==> config.mk <==
export PLATFORM = sky130hd
export DESIGN_NAME = s2m_desc_writer
export DESIGN_NICKNAME = d
export VERILOG_FILES = /design/src/rtl/s2m_pkg.sv /design/src/rtl/s2m_ctl_capture.sv /design/src/rtl/s2m_chan_state.sv /design/src/rtl/s2m_engine.sv /design/src/rtl/s2m_desc_writer.sv
export SDC_FILE = /design/constraint.sdc
export NUM_CORES = 1
export LEC_CHECK = 0
export CORE_MARGIN = 2
export CORE_UTILIZATION = 45
export CTS_CLUSTER_SIZE = 28
export DETAILED_ROUTE_END_ITERATION = 6
export PLACE_DENSITY = 0.66
export RECOVER_POWER = 25
export SETUP_SLACK_MARGIN = 0.15
export SLEW_MARGIN = 20
export SYNTH_ARGS = -nofsm -noshare
export SYNTH_HDL_FRONTEND = slang
export SYNTH_SLANG_ARGS = --single-unit
export TNS_END_PERCENT = 10
==> constraint.sdc <==
create_clock -name clk -period 6.6 [get_ports clk]
set_clock_uncertainty 0.2 [all_clocks]
set_input_delay 0.66 -clock clk [delete_from_list [all_inputs] [get_ports clk]]
set_output_delay 0.66 -clock clk [all_outputs]
set_load 0.02 [all_outputs]
==> src/rtl/s2m_pkg.sv <==
package s2m_pkg;
    localparam int DW        = 32;
    localparam int APP_WORDS = 5;
    localparam int LEN_W     = 23;
    localparam int OFF_NXT   = 0;
    localparam int OFF_BUF   = 1;
    localparam int OFF_CTL   = 2;
    localparam int OFF_STS   = 3;
    localparam int OFF_APP   = 4;
    localparam int BIT_DONE  = 31;
    localparam int BIT_SOF   = 27;
    localparam int BIT_EOF   = 26;
    localparam int BEAT_BYTES = DW / 8;

    typedef enum logic [3:0] {
        S_STOP, S_LD_NXT, S_LD_BUF, S_LD_CTL, S_LD_STS,
        S_CHK, S_DATA, S_WR_APP, S_WR_STS, S_ADV
    } eng_state_t;

    typedef logic [APP_WORDS-1:0][DW-1:0] app_vec_t;
endpackage

==> src/rtl/s2m_ctl_capture.sv <==
module s2m_ctl_capture
    import s2m_pkg::*;
(
    input  logic          clk,
    input  logic          rst_n,
    input  logic          c_valid,
    input  logic [DW-1:0] c_data,
    input  logic          c_last,
    output app_vec_t      app,
    output logic          ctl_err
);
    localparam int CW = $clog2(APP_WORDS + 2);
    localparam logic [CW-1:0] CNT_MAX  = CW'(APP_WORDS + 1);
    localparam logic [CW-1:0] CNT_LAST = CW'(APP_WORDS - 1);

    logic [CW-1:0] cnt;
    app_vec_t      stage;
    logic          good_end;

    assign good_end = c_valid && c_last && (cnt == CNT_LAST);

    always_ff @(posedge clk) begin
        if (!rst_n) begin
            cnt     <= '0;
            ctl_err <= 1'b0;
        end else begin
            ctl_err <= c_valid && c_last && (cnt != CNT_LAST);
            if (c_valid) begin
                if (c_last)
                    cnt <= '0;
                else if (cnt != CNT_MAX)
                    cnt <= cnt + 1'b1;
            end
        end
    end

    for (genvar i = 0; i < APP_WORDS; i++) begin : g_word
        always_ff @(posedge clk) begin
            if (!rst_n) begin
                stage[i] <= '0;
                app[i]   <= '0;
            end else begin
                if (c_valid && cnt == CW'(i))
                    stage[i] <= c_data;
                if (good_end)
                    app[i] <= (i == APP_WORDS - 1) ? c_data : stage[i];
            end
        end
    end

    // an error pulse only follows a last control beat
    a_r6_err_on_last: assert property (@(posedge clk) disable iff (!rst_n)
        ctl_err |-> $past(c_valid && c_last));
    // a committed payload never coincides with an error
    a_r6_keep_on_err: assert property (@(posedge clk) disable iff (!rst_n)
        ctl_err |-> $stable(app));
endmodule

==> src/rtl/s2m_chan_state.sv <==
module s2m_chan_state #(
    parameter int AW = 16
) (
    input  logic          clk,
    input  logic          rst_n,
    input  logic          run,
    input  logic          cur_wr,
    input  logic [AW-1:0] cur_in,
    input  logic          tail_wr,
    input  logic [AW-1:0] tail_in,
    input  logic          set_halt,
    input  logic          adv,
    input  logic [AW-1:0] nxt_ptr,
    output logic [AW-1:0] cur_ptr,
    output logic          halted,
    output logic          idle,
    output logic          active
);
    logic          run_q;
    logic [AW-1:0] tail_q;
    logic          run_rise;

    assign run_rise = run && !run_q;
    assign active   = run && !halted && !idle;

    always_ff @(posedge clk) begin
        if (!rst_n) begin
            run_q   <= 1'b0;
            halted  <= 1'b1;
            idle    <= 1'b0;
            cur_ptr <= '0;
            tail_q  <= '0;
        end else begin
            run_q <= run;
            if (!run)
                halted <= 1'b1;
            else if (run_rise)
                halted <= 1'b0;
            if (set_halt)
                halted <= 1'b1;

            if (run_rise || tail_wr)
                idle <= 1'b0;
            if (adv && cur_ptr == tail_q)
                idle <= 1'b1;

            if (tail_wr)
                tail_q <= tail_in;
            if (adv)
                cur_ptr <= nxt_ptr;
            else if (cur_wr)
                cur_ptr <= cur_in;
        end
    end

    // idle only rises when a descriptor is retired
    a_r8_idle_on_adv: assert property (@(posedge clk) disable iff (!rst_n)
        $rose(idle) |-> $past(adv));
    // halted only rises on a stop or a complete descriptor
    a_r7_halt_cause: assert property (@(posedge clk) disable iff (!rst_n)
        $rose(halted) |-> $past(set_halt || !run));
endmodule

==> src/rtl/s2m_engine.sv <==
module s2m_engine
    import s2m_pkg::*;
#(
    parameter int AW = 16
) (
    input  logic          clk,
    input  logic          rst_n,
    input  logic          active,
    input  logic [AW-1:0] cur_ptr,
    input  app_vec_t      app,
    input  logic          s_valid,
    input  logic [DW-1:0] s_data,
    input  logic          s_last,
    output logic          s_ready,
    output logic          mem_en,
    output logic          mem_we,
    output logic [AW-1:0] mem_addr,
    output logic [DW-1:0] mem_wdata,
    input  logic [DW-1:0] mem_rdata,
    output logic          set_halt,
    output logic          adv,
    output logic [AW-1:0] nxt_ptr,
    output logic          done
);
    localparam int AIW = $clog2(APP_WORDS);

    eng_state_t       state, state_n;
    logic [AW-1:0]    buf_q;
    logic [LEN_W-1:0] len_q, bytes_q;
    logic [LEN_W:0]   bytes_inc;
    logic             eof_q, sof_q;
    logic [AIW-1:0]   ai_q;
    logic             beat;
    logic [DW-1:0]    sts_word;

    assign beat      = (state == S_DATA) && active && s_valid;
    assign bytes_inc = {1'b0, bytes_q} + (LEN_W+1)'(BEAT_BYTES);

    always_comb begin
        sts_word = '0;
        sts_word[LEN_W-1:0] = bytes_q;
        sts_word[BIT_DONE]  = 1'b1;
        sts_word[BIT_SOF]   = sof_q;
        sts_word[BIT_EOF]   = eof_q;
    end

    // state register
    always_ff @(posedge clk) begin
        if (!rst_n) state <= S_STOP;
        else        state <= state_n;
    end

    // next state
    always_comb begin
        state_n = state;
        unique case (state)
            S_STOP:   if (active) state_n = S_LD_NXT;
            S_LD_NXT: state_n = S_LD_BUF;
            S_LD_BUF: state_n = S_LD_CTL;
            S_LD_CTL: state_n = S_LD_STS;
            S_LD_STS: state_n = S_CHK;
            S_CHK:    state_n = mem_rdata[BIT_DONE] ? S_STOP : S_DATA;
            S_DATA: begin
                if (beat) begin
                    if (s_last)
                        state_n = S_WR_APP;
                    else if (bytes_inc >= {1'b0, len_q})
                        state_n = S_WR_STS;
                end
            end
            S_WR_APP: if (ai_q == AIW'(APP_WORDS - 1)) state_n = S_WR_STS;
            S_WR_STS: state_n = S_ADV;
            S_ADV:    state_n = S_STOP;
            default:  state_n = S_STOP;
        endcase
    end

    // outputs
    always_comb begin
        mem_en    = 1'b0;
        mem_we    = 1'b0;
        mem_addr  = cur_ptr;
        mem_wdata = '0;
        s_ready   = 1'b0;
        set_halt  = 1'b0;
        adv       = 1'b0;
        unique case (state)
            S_LD_NXT: begin mem_en = 1'b1; mem_addr = cur_ptr + AW'(OFF_NXT); end
            S_LD_BUF: begin mem_en = 1'b1; mem_addr = cur_ptr + AW'(OFF_BUF); end
            S_LD_CTL: begin mem_en = 1'b1; mem_addr = cur_ptr + AW'(OFF_CTL); end
            S_LD_STS: begin mem_en = 1'b1; mem_addr = cur_ptr + AW'(OFF_STS); end
            S_CHK:    set_halt = mem_rdata[BIT_DONE];
            S_DATA: begin
                s_ready   = active;
                mem_en    = beat;
                mem_we    = beat;
                mem_addr  = buf_q + AW'(bytes_q / LEN_W'(BEAT_BYTES));
                mem_wdata = s_data;
            end
            S_WR_APP: begin
                mem_en    = 1'b1;
                mem_we    = 1'b1;
                mem_addr  = cur_ptr + AW'(OFF_APP) + AW'(ai_q);
                mem_wdata = app[ai_q];
            end
            S_WR_STS: begin
                mem_en    = 1'b1;
                mem_we    = 1'b1;
                mem_addr  = cur_ptr + AW'(OFF_STS);
                mem_wdata = sts_word;
            end
            S_ADV:    adv = 1'b1;
            default:  ;
        endcase
    end

    // descriptor datapath
    always_ff @(posedge clk) begin
        if (!rst_n) begin
            nxt_ptr <= '0;
            buf_q   <= '0;
            len_q   <= '0;
            bytes_q <= '0;
            eof_q   <= 1'b0;
            sof_q   <= 1'b1;
            ai_q    <= '0;
            done    <= 1'b0;
        end else begin
            done <= (state == S_WR_STS) && eof_q;
            unique case (state)
                S_LD_BUF: nxt_ptr <= mem_rdata[AW-1:0];
                S_LD_CTL: buf_q   <= mem_rdata[AW-1:0];
                S_LD_STS: len_q   <= mem_rdata[LEN_W-1:0];
                S_CHK: begin
                    bytes_q <= '0;
                    eof_q   <= 1'b0;
                    ai_q    <= '0;
                end
                S_DATA: if (beat) begin
                    bytes_q <= bytes_inc[LEN_W-1:0];
                    if (s_last) eof_q <= 1'b1;
                end
                S_WR_APP: ai_q  <= ai_q + 1'b1;
                S_WR_STS: sof_q <= eof_q;
                default: ;
            endcase
        end
    end

    // the done pulse follows a status write carrying complete and end flags
    a_r4_done_after_eof: assert property (@(posedge clk) disable iff (!rst_n)
        done |-> $past(mem_we && mem_wdata[BIT_DONE] && mem_wdata[BIT_EOF]));
    // a recorded byte count never exceeds the buffer capacity
    a_r2_count_cap: assert property (@(posedge clk) disable iff (!rst_n)
        (state == S_WR_STS) |-> (mem_wdata[LEN_W-1:0] <= len_q));
    // data beats are only written while the beat is accepted
    a_r1_write_on_beat: assert property (@(posedge clk) disable iff (!rst_n)
        (s_valid && s_ready) |-> (mem_en && mem_we));
endmodule

==> src/rtl/s2m_desc_writer.sv <==
module s2m_desc_writer
    import s2m_pkg::*;
#(
    parameter int AW = 16
) (
    input  logic          clk,
    input  logic          rst_n,
    input  logic          run,
    input  logic          cur_wr,
    input  logic [AW-1:0] cur_in,
    input  logic          tail_wr,
    input  logic [AW-1:0] tail_in,
    output logic [AW-1:0] cur_ptr,
    output logic          halted,
    output logic          idle,
    input  logic          s_valid,
    input  logic [31:0]   s_data,
    input  logic          s_last,
    output logic          s_ready,
    input  logic          c_valid,
    input  logic [31:0]   c_data,
    input  logic          c_last,
    output logic          c_ready,
    output logic          ctl_err,
    output logic          mem_en,
    output logic          mem_we,
    output logic [AW-1:0] mem_addr,
    output logic [31:0]   mem_wdata,
    input  logic [31:0]   mem_rdata,
    output logic          done
);
    app_vec_t      app;
    logic          active, set_halt, adv;
    logic [AW-1:0] nxt_ptr;

    assign c_ready = 1'b1;

    s2m_ctl_capture u_ctl (
        .clk(clk), .rst_n(rst_n), .c_valid(c_valid), .c_data(c_data),
        .c_last(c_last), .app(app), .ctl_err(ctl_err)
    );

    s2m_chan_state #(.AW(AW)) u_chan (
        .clk(clk), .rst_n(rst_n), .run(run), .cur_wr(cur_wr), .cur_in(cur_in),
        .tail_wr(tail_wr), .tail_in(tail_in), .set_halt(set_halt), .adv(adv),
        .nxt_ptr(nxt_ptr), .cur_ptr(cur_ptr), .halted(halted), .idle(idle),
        .active(active)
    );

    s2m_engine #(.AW(AW)) u_eng (
        .clk(clk), .rst_n(rst_n), .active(active), .cur_ptr(cur_ptr), .app(app),
        .s_valid(s_valid), .s_data(s_data), .s_last(s_last), .s_ready(s_ready),
        .mem_en(mem_en), .mem_we(mem_we), .mem_addr(mem_addr),
        .mem_wdata(mem_wdata), .mem_rdata(mem_rdata), .set_halt(set_halt),
        .adv(adv), .nxt_ptr(nxt_ptr), .done(done)
    );

    // no beat is offered acceptance unless the channel is active
    a_r9_ready_gated: assert property (@(posedge clk) disable iff (!rst_n)
        s_ready |-> (run && !halted && !idle));
endmodule

Yosys cells after proc, flatten, opt, wreduce, memory -nomap -nowiden:

Cells that the tools add are included.
Widths: inputs -> output; s select.

* bitwise operators: 2
* equal/unequal tests: 22
* add/sub/neg operators: 9
* $lt $le $gt $ge: 2
* mux-type cells: 28
* reductions and logical operators: 33

Operators by type and width (count)
* $bmux 32 s3: 1
* $pmux 32 s3: 1
* $pmux 16 s5: 1
* $pmux 23 s2: 1
* $pmux 4 s9: 1
* $add 16x2->16 const B: 2
* $mux 16: 2
* $mux 32: 1
* $add 23x3->24 const B: 1
* $ge 24x23->1: 1
* $mux 23: 1
* $mux 4: 5
* $add 16x1->16 const B: 1
* $add 16x16->16: 1
* $add 16x3->16: 1
* $add 16x3->16 const B: 1
* $eq 16x16->1: 1
* $eq 4x3->1 const B: 4
* $logic_and 1x1->1: 14
* $reduce_bool 2->1: 5
* $mux 3: 3
* $ne 3x3->1 const B: 3
* $eq 4x2->1 const B: 2
* $eq 4x4->1 const B: 2
* 22 further kinds: 40

* output and inout port bits: 72
* input bits: 137
* word-level logic and storage cells: 121
* flip-flop bits (word level): 415

Depth between registers and ports, before layout:

* depth in word-level cells: 7
* gate-level depth with buffers: 13
* mapped depth without buffers: 13

Hierarchy:

From an unflattened synthesis, not the netlist that was laid out.

* cell total of the unflattened synthesis: 2447
* area total of the unflattened synthesis: 20439.6 um2

Modules (own cells, without submodules)
* s2m_ctl_capture: seq. area each 5845.6 um2, area an instance 10921.7 um2, cells an instance 1287, times used 1
* s2m_engine: seq. area each 1721.7 um2, area an instance 7822.5 um2, cells an instance 988, times used 1
* s2m_chan_state: seq. area each 700.7 um2, area an instance 1684.1 um2, cells an instance 170, times used 1
* s2m_desc_writer: seq. area each 0.0 um2, area an instance 11.3 um2, cells an instance 2, times used 1

Worst setup path after synthesis:

OpenSTA, ideal clock, no wires.

* path type: register -> output
* start: register u_eng.state[2]
* end: output mem_addr[12]
* path buffers: 2
* data arrival time: 2.898 ns
* data required time: 5.740 ns
* slack: 2.842 ns
* cell stages (with the launch flop): 14
* cells stage by stage: dfxtp_1 buf_2 nor2b_1 nand2_1 clkbuf_1 nand2_1 inv_1 fa_1 nor3_1 nand2_1 xor2_1 o221ai_1 a21oi_1 a21oi_1

* cells in the longest elaborated chain, start to end: 3
* elaborated cells on any way between the ends: 8

Ends and longest elaborated chain
* from (decl): RTL line s2m_engine.sv:27 `eng_state_t state, state_n;`
* from (signal assigned): RTL line s2m_engine.sv:50 `else state <= state_n;`
* $eq 4x3->1 or $eq 4x4->1 (tied branches): RTL line s2m_engine.sv:87 `unique case (state)`
* $reduce_or 2->1 (no line)
* $pmux 16 s5 (*): RTL line s2m_engine.sv:87
* to (decl): RTL line s2m_desc_writer.sv:27 `output logic [AW-1:0] mem_addr,`

Every way passes the cells marked *; elsewhere a longest branch is shown, timed or not.

Worst setup path in the final report:

* start: register u_eng.state[2]
* end: output mem_addr[14]

Same word-level chain as after synthesis.

==> impl_metrics.yaml <==
power_and_ir_drop:
  leakagePower_nw: 8.27
  clockPowerShare_pct: 41.2
  p_per_area_nw_per_um2: 257
  combPwrFrac_pct: 15.0
  swShare_pct: 27.1
  intPower_mw: 4.47
  pwr-share-seq_pct: 43.7
  p_switching_mw: 1.66
  power_mw: 6.13
  vdd_drop_max_mv: 0.169
global_routing:
  use_met2_pct: 44.2
  grt_pass1_wl_um: 93500
  grt_max_degree: 197
  grt_overflow: 0
  track_usage_pct: 25.1
  grt_pass1_vias: 16700
  met3_usage_pct: 3.76
  use_met1_pct: 31.3
  grt_antenna_before_repair: 0
  top_usage_layer: "met2"
synth:
  avgSynthCellArea_um2: 8.16
  seq_area_frac_synth_pct: 40.7
  synth-seq-cells: 413
  yosysMostFrequentCell: "nand2_1"
  yosys_most_used_dff: "dfxtp_1"
  ys.warnings.count: 0
  async_flop_share_pct: 0
  syn_area_um2: 20300
  netlist_instances: 2487
  synth_top_cell_area_share_pct: 40.7
  synth_top_area_cell: "dfxtp_1"
  synth_area_leaders: "dfxtp_1, nand2_1, a21boi_0, mux4_2, ha_1"
  synth_nets: 2679
  synth_edf_count: 0
  ys_types: 70
  synthTopCellsByCount: "nand2_1, dfxtp_1, a21boi_0"
worst_setup_path:
  required_ns: 5.74
  start_kind: "flip-flop"
  endpoint_kind: "output pin"
  worstSetupPathType: "reg -> out"
  ff2ff_path_depth: 12
  worstPathArrival_ns: 4.98
  crit_slowest_cell: "dfxtp_1"
  startpoint: "u_eng.state[2]$_SDFFE_PN0P_"
  max_stage_delay_ns: 0.69
  r2r-start: "u_eng.bytes_q[3]$_SDFFE_PN0P_"
  reg2reg_setup_slack_ns: 2.17
  critPathMaxFanout: 24
  path_cells: "nor2b_1, nand2_1, nand2_1, inv_1, fa_1, nor3_1, a22o_1, a311oi_1, o21ai_1, a21oi_1, nor2_1, clkdlybuf4s50_1"
  r2r_end: "u_eng.state[0]$_SDFFE_PN0P_"
  cpMostUsedCell: "nand2_1"
final_layout:
  layout.area.seq_um2: 8270
  layout-drive-gt1-share_pct: 5.46
  multiInputGateArea_um2: 11100
  fin_area_um2: 23900
  fillers: 4158
  syn_to_final_growth_pct: 17.8
  antenna_cells: 0
  nets: 2748
placed_design:
  place_area_um2: 22400
  gp_congestion: 0.926
  dpl.hpwl_um: 38600
  port_buffers: 199
  pre_cts_ws_ns: 1.46
timing:
  finalSetupViolCount: 0
  min_period_ns: 5.84
  max_freq_ghz: 0.171
  post-route-period-util_pct: 88.5
  slew_viol_final: 417
  finalHoldViolations: 0
  grt_setup_unrepaired: "false"
  layout_setup_ws_ns: 0.760
  finalSetupTns_ns: 0
  relSlewSlack_pct: -117
  tightest_slew_ns: 3.25
clock_tree:
  cts_tree: "built"
  holdBufCountCts: 0
  cts_resized: 0
  clockBufferDepth: 3
  cts_buffers: 45
  cts_setup_buffers: 0
  cts-root-buf: "clkbuf_16"
  clock_latency_ns: 0.58
  htreeDepth: 2
  clkSinkCount: 413
  path_clk_slew_ns: 0.06
floorplanning:
  core_um2: 44300
  dieArea_um2: 46800
  initial_core_util_pct: 45.8
  die_w_um: 216
  pin_count: 209
  row_count: 77
  die_h_um: 216
routing:
  wl_per_cell_um: 18.9
  drcViolationCount: 0
  first_pass_iters: 5
  routed_wl_um: 60000
  via_per_inst: 5.55
  dr.first_iter.drc_count: 1221
  route.vias.total: 17600
  ant_nets: 0
outcome:
  status: "complete, but fails checks"
  violations: "max-capacitance violations, max-slew violations"
hold_path:
  min_from: "u_ctl.stage[52]$_SDFFE_PN0P_"
  hold_depth: 2
  hold_path_class: "reg -> reg"
  min_to: "u_ctl.app[52]$_SDFFE_PN0P_"
flow_run:
  maxCapViolations: 3
==> registers in the layout, summed over array words and instances (netlist names) <==
register,cells
u_ctl.stage,128
u_eng.buf_q,16
u_chan.tail_q,16
u_chan.run_q,1
u_eng.sof_q,1
u_eng.bytes_q,21
u_ctl.cnt,3
u_chan.cur_ptr,16
u_ctl.app,160
u_ctl.ctl_err,1
u_eng.ai_q,3
u_eng.eof_q,1
u_eng.state,4
u_chan.halted,1
u_eng.nxt_ptr,16
u_eng.done,1
u_eng.len_q,23
u_chan.idle,1
==> cells in the final DEF, fill, tap and decap left out, types with 11 or more instances in the layout <==
cell,instances
nand2_1,774
dfxtp_1,411
a21boi_0,350
clkdlybuf4s50_1,194
o21ai_0,77
a22oi_1,61
a21oi_1,53
ha_1,52
nor2_1,50
nor2b_1,48
clkbuf_16,46
inv_1,44
mux4_2,32
mux2i_1,31
nand3_1,29
xor2_1,29
xnor2_1,23
nor3_1,23
nand4_1,19
o211a_1,18
buf_4,14
clkbuf_8,13
o211ai_1,11
==> metrics by stage <==
step / utilization, % / hold slack [ns] / std cells
2_1_floorplan: - / 0.240 / 2487
3_3_place_gp: 50.6 / 0.247 / 3101
3_5_place_dp: 50.6 / 0.255 / 3101
4_1_cts: 54.0 / 0.252 / 3176
5_1_grt: 53.9 / 0.269 / 3176
6_report: 53.9 / 0.247 / 3176
==> power by group through the flow <==
stage	clock network, mW	registers, mW	logic, mW
final	2.53	2.68	0.923
after global routing	2.67	2.69	1.00
after CTS	2.58	2.68	0.913
after detailed placement	0	2.73	0.908
after global placement	0	2.73	0.894
after floorplan	0	2.68	0.580
==> worst max path at each step <==
stage / endpoint
after floorplan: mem_addr[12]
after global placement: mem_addr[12]
after detailed placement: mem_addr[12]
after CTS: mem_addr[12]
after global routing: mem_addr[12]
final: mem_addr[14]
==> critical path, delay by kind of cell, from the launching register on <==
| kind | cells | cell delay (ns) |
|---|---|---|
| and+or+nand+nor | 5 | 1.96 |
| adders and majority gates | 1 | 0.46 |
| DFF | 1 | 0.69 |
| buffers and inverters | 2 | 0.71 |
| AOI/OAI and AO/OA | 4 | 0.58 |
==> logic make-up after synthesis <==
| kind of cell | share of synthesized area [%] |
|---|---|
| adder cells (fa/ha/maj) | 3.50 |
| AO/OA/AOI/OAI | 23.1 |
| buffers and inverters | 4.67 |
| flip-flops | 40.7 |
| multiplexers | 5.08 |
| XOR/XNOR | 2.24 |
| other | 0.0185 |
| AND/OR/NAND/NOR | 20.6 |
==> per-layer routing <==
metal	vias up	wire (um)	part of all wire (%)
li1	8597	-	-
met1	8475	25100	42
met2	465	30100	50
met3	101	3200	5.3
met4	0	1640	2.7
met5	-	0	0
==> layout make-up <==
cell class / instances / share of cell area (%)
repair buffers: 216 / 8.91
inverters: 46 / 0.723
multi-input cells: 1834 / 46.5
flip-flops and latches: 413 / 34.6
clock buffers: 67 / 5.69
clock inverters: 8 / 0.497
well taps: 592 / 3.10
No activity file was read; power rests on OpenSTA's default activity.
